[src/rtl/arp_addr_gen.sv]
module arp_addr_gen #(
  parameter int AW = 13
) (
  input  logic          clk,
  input  logic          rst_n,
  input  logic          cfg_load,
  input  logic [AW-1:0] cfg_n,
  input  logic [AW-1:0] cfg_p0,
  input  logic [AW-1:0] cfg_p1,
  input  logic [AW-1:0] cfg_p2,
  input  logic [AW-1:0] cfg_p3,
  input  logic          start,
  input  logic          out_ready,
  output logic          out_valid,
  output logic [AW-1:0] out_addr,
  output logic          done
);

  function automatic logic [AW-1:0] add_mod(input logic [AW-1:0] a,
                                            input logic [AW-1:0] b,
                                            input logic [AW-1:0] m);
    logic [AW:0] s;
    s = {1'b0, a} + {1'b0, b};
    if (s >= {1'b0, m}) s = s - {1'b0, m};
    return s[AW-1:0];
  endfunction

  logic [AW-1:0] n_q, p0_q, off1_q, off2_q, off3_q;
  logic [AW-1:0] base_q, cnt_q, off_sel;
  logic [1:0]    ph_q;
  logic          run_q, done_q;

  wire fire = run_q & out_ready;
  wire last = (cnt_q == n_q - 1'b1);

  always_comb begin
    case (ph_q)
      2'd1:    off_sel = off1_q;
      2'd2:    off_sel = off2_q;
      2'd3:    off_sel = off3_q;
      default: off_sel = '0;
    endcase
  end

  assign out_valid = run_q;
  assign out_addr  = add_mod(base_q, off_sel, n_q);
  assign done      = done_q;

  always_ff @(posedge clk or negedge rst_n) begin
    if (!rst_n) begin
      n_q    <= '0;
      p0_q   <= '0;
      off1_q <= '0;
      off2_q <= '0;
      off3_q <= '0;
      base_q <= '0;
      cnt_q  <= '0;
      ph_q   <= '0;
      run_q  <= 1'b0;
      done_q <= 1'b0;
    end else begin
      if (cfg_load && !run_q) begin
        n_q    <= cfg_n;
        p0_q   <= cfg_p0;
        off1_q <= add_mod(cfg_n >> 1, cfg_p1, cfg_n);
        off2_q <= cfg_p2;
        off3_q <= add_mod(cfg_n >> 1, cfg_p3, cfg_n);
      end
      if (start && !run_q) begin
        base_q <= AW'(1);
        cnt_q  <= '0;
        ph_q   <= '0;
        run_q  <= 1'b1;
        done_q <= 1'b0;
      end else if (fire) begin
        base_q <= add_mod(base_q, p0_q, n_q);
        cnt_q  <= cnt_q + 1'b1;
        ph_q   <= ph_q + 1'b1;
        if (last) begin
          run_q  <= 1'b0;
          done_q <= 1'b1;
        end
      end
    end
  end

endmodule

[config.mk]
export PLATFORM = sky130hd
export DESIGN_NAME = arp_addr_gen
export DESIGN_NICKNAME = d
export VERILOG_FILES = /design/src/rtl/arp_addr_gen.sv
export SDC_FILE = /design/constraint.sdc
export NUM_CORES = 1
export LEC_CHECK = 0
export ABC_AREA = 1
export BUFFER_PORTS_ARGS = -buffer_cell sky130_fd_sc_hd__buf_2
export CAP_MARGIN = 20
export CORE_UTILIZATION = 68
export CTS_BUF_LIST = sky130_fd_sc_hd__clkbuf_8
export CTS_CLUSTER_SIZE = 14
export DETAILED_ROUTE_END_ITERATION = 6
export MAX_ROUTING_LAYER = met4
export PLACE_DENSITY = 0.95
export SYNTH_ARGS = -nofsm -noshare
export SYNTH_HDL_FRONTEND = slang
export SYNTH_SLANG_ARGS = --single-unit
[constraint.sdc]
create_clock -name clk -period 13.7 [get_ports clk]
set_input_delay 2.74 -clock clk [delete_from_list [all_inputs] [get_ports clk]]
set_output_delay 2.74 -clock clk [all_outputs]
set_load 0.01 [all_outputs]
==> results.sh <==
export IMPL_firstDrtPassIters=5
export IMPL_final_cell_mix="nand2_1 (605), inv_1 (230), nand3_1 (174)"
export IMPL_rsz0062_at_grt="no"
export IMPL_cts_sinks=95
export IMPL_status="complete, no violations"
export IMPL_gp_congestion=1.04
export IMPL_cp_arrival_ps=5150
export IMPL_drv_cap=0
export IMPL_worstPathRequired_ps=10960
export IMPL_post_route_period_util_pct=57.6
export IMPL_finalCriticalPeriod_ps=7890
export IMPL_clockRootBuffer="clkbuf_8"
export IMPL_synth_area_per_cell_um2=6.29
export IMPL_path_class="reg2out"
export IMPL_setup_tns_final_ps=0
export IMPL_initial_core_util_pct=69.4
export IMPL_track_usage_pct=40.6
export IMPL_clk_latency_ps=390
export IMPL_synth_seq_cells=95
export IMPL_pin_count=85
export IMPL_crit_path_end_kind="output port"
export IMPL_finalHoldViolCount=0
export IMPL_timing_slew_headroom_pct=29.6
export IMPL_met3_length_um=1860
export IMPL_syn2layout_area_growth_pct=7.06
export IMPL_met1_length_um=12300
export IMPL_hpwl_um=24300
export IMPL_fmax_mhz=127
export IMPL_antenna_found_initial=2
export IMPL_totalWireLength_um=30000
export IMPL_syn_cell_area_mm2=0.0106
export IMPL_met2_length_um=14200
export IMPL_grt_pass1_vias=10600
export IMPL_io_buffers=84
export IMPL_final_nets=1928
export IMPL_slew_violations=0
export IMPL_crit_fanout=16
export IMPL_ys_seq_area_share_pct=22.5
export IMPL_fp_dieH_um=127
export IMPL_ant_nets=0
export IMPL_synth_fp_nets=1864
export IMPL_fin_worst_skew_ps=22.4
export IMPL_yosysWarnings=0
export IMPL_overflow=0
export IMPL_dieArea_mm2=0.0160
export IMPL_clock_path_buffers=2
export IMPL_grt_max_degree=77
export IMPL_numCtsBuffers=9
export IMPL_dr_max_layer_used="met4"
export IMPL_yosys_cell_types_count=42
export IMPL_post_drt_wl_per_cell_um=15.5
export IMPL_dr_first_iter_drc_count=996
export IMPL_vias_per_cell=5.82
export IMPL_final_common_cell="nand2_1"
export IMPL_grt_pass1_wl_um=50300
export IMPL_r2r_slack_ps=9910
export IMPL_drive_gt1_share_pct=6.98
export IMPL_drc=0
export IMPL_setup_viol=0
export IMPL_core_mm2=0.0152
export IMPL_htree_levels=3
export IMPL_syn_inst=1678
export IMPL_startpoint_type="flip-flop"
export IMPL_cts_tree="built"
export IMPL_clk_pin_slew_ps=100
export IMPL_tightest_slew_ps=1060
export IMPL_ctsResizeCount=0
export IMPL_holdCritPathClass="reg2reg"
export IMPL_cts_hold_buf=0
export IMPL_cts_setup_buffers=0
export IMPL_die_width_um=127
export IMPL_vias=11300
export IMPL_rows=45
cell type report:
| type | count | area, um2 |
|---|---|---|
| multi-input cells | 1318 | 7150 |
| clock inverters | 7 | 93.8 |
| inverters | 231 | 867 |
| diodes | 2 | 5.00 |
| repair buffers | 87 | 445 |
| fillers | 1291 | 3900 |
| clock buffers | 9 | 124 |
| flip-flops and latches | 95 | 2380 |
| well taps | 188 | 235 |
layer usage:
layer | vias to the layer above | global-route usage [%]
met3 | 123 | 5.69
li1 | 5539 | -
met1 | 5132 | 48.4
met2 | 471 | 67.2
met4 | 0 | 20.9
met5 | - | -
worst paths after layout:
path                             from           to  depth (start not counted)
hold reg to reg            off2_q[12]   off2_q[12]                          2
min in group asynchronous       rst_n      p0_q[8]                          1
max in group asynchronous       rst_n       n_q[6]                          2
setup reg to reg            base_q[0]   base_q[12]                         21
setup / recovery              ph_q[0]  out_addr[1]                         23
hold / removal             off2_q[12]   off2_q[12]                          2
worst max-delay path, cell delays in order, from the launching register on:
cell and delay, ps:
dfrtp_1 430, inv_1 110, ha_1 420, nand2_1 100, nand3_1 100, nand2_1 60, inv_1 60, ha_1 150
inv_1 50, fa_1 420, o21ai_0 450, a31oi_1 170, xnor2_1 270, ha_1 340, nand2_1 140, inv_1 60
a21oi_1 130, nand3_1 120, nand2_1 80, nand3_1 80, nand2_1 270, nand3_2 300, o21ai_0 270, buf_2 170
cell families after synthesis:
group	synth area share [%]
buffers and inverters	9.73
adder cells (fa/ha/maj)	14.3
XOR/XNOR	6.31
AO/OA/AOI/OAI	8.94
flip-flops	22.5
AND/OR/NAND/NOR	38.2
flip-flops by register name, indices dropped and copies added, names as in the netlist:
signal	cells
base_q	13
cnt_q	13
n_q	13
off1_q	13
off2_q	13
off3_q	13
p0_q	13
ph_q	2
done	1
out_valid	1
Yosys cell counts:
cell       instances  area (um2)
a211o_1            1        8.76
a21boi_0           1        7.51
a21o_1             5        37.5
a21oi_1           67         335
a21oi_2            5        43.8
a21oi_4            1        16.3
a31oi_1            3        18.8
and2_0             1        6.26
buf_1              5        18.8
buf_2              8        40.0
buf_4              4        30.0
buf_6              1        11.3
clkbuf_1          16        60.1
dfrtp_1           95        2380
fa_1               8         160
ha_1             108        1350
inv_1            230         863
inv_2              1        3.75
nand2_1          606        2270
nand2_2            4        25.0
nand2b_1           1        6.26
nand3_1          174         871
nand3_2            3        30.0
nand3b_1           6        45.0
nand4_1           47         294
nor2_1           101         379
nor2_2             1        6.26
nor2_4             1        11.3
nor3_1            12        60.1
nor3_4             1        16.3
o2111ai_1          1        8.76
o211ai_1           2        15.0
o21a_1             3        22.5
o21ai_0           61         305
o21ai_1            1        5.00
o21bai_1          12        90.1
o221ai_1           1        8.76
o22ai_1            2        12.5
o31ai_1            1        7.51
or2_2              1        6.26
xnor2_1           28         245
xor2_1            48         420
through the flow:
stage	setup WS, ps	instances	hold slack, ps	area [um2]	utilization (%)
2_1_floorplan	7220	1678	449	10600	-
3_3_place_gp	6470	1919	468	11100	72.9
3_5_place_dp	6310	1919	473	11100	72.9
4_1_cts	5890	1935	498	11300	74.3
5_1_grt	5310	1937	516	11300	74.3
6_report	5810	1937	498	11300	74.3
Power is not shown: default switching activity piles up to over one toggle a cycle in this logic, so the estimate is an artifact.
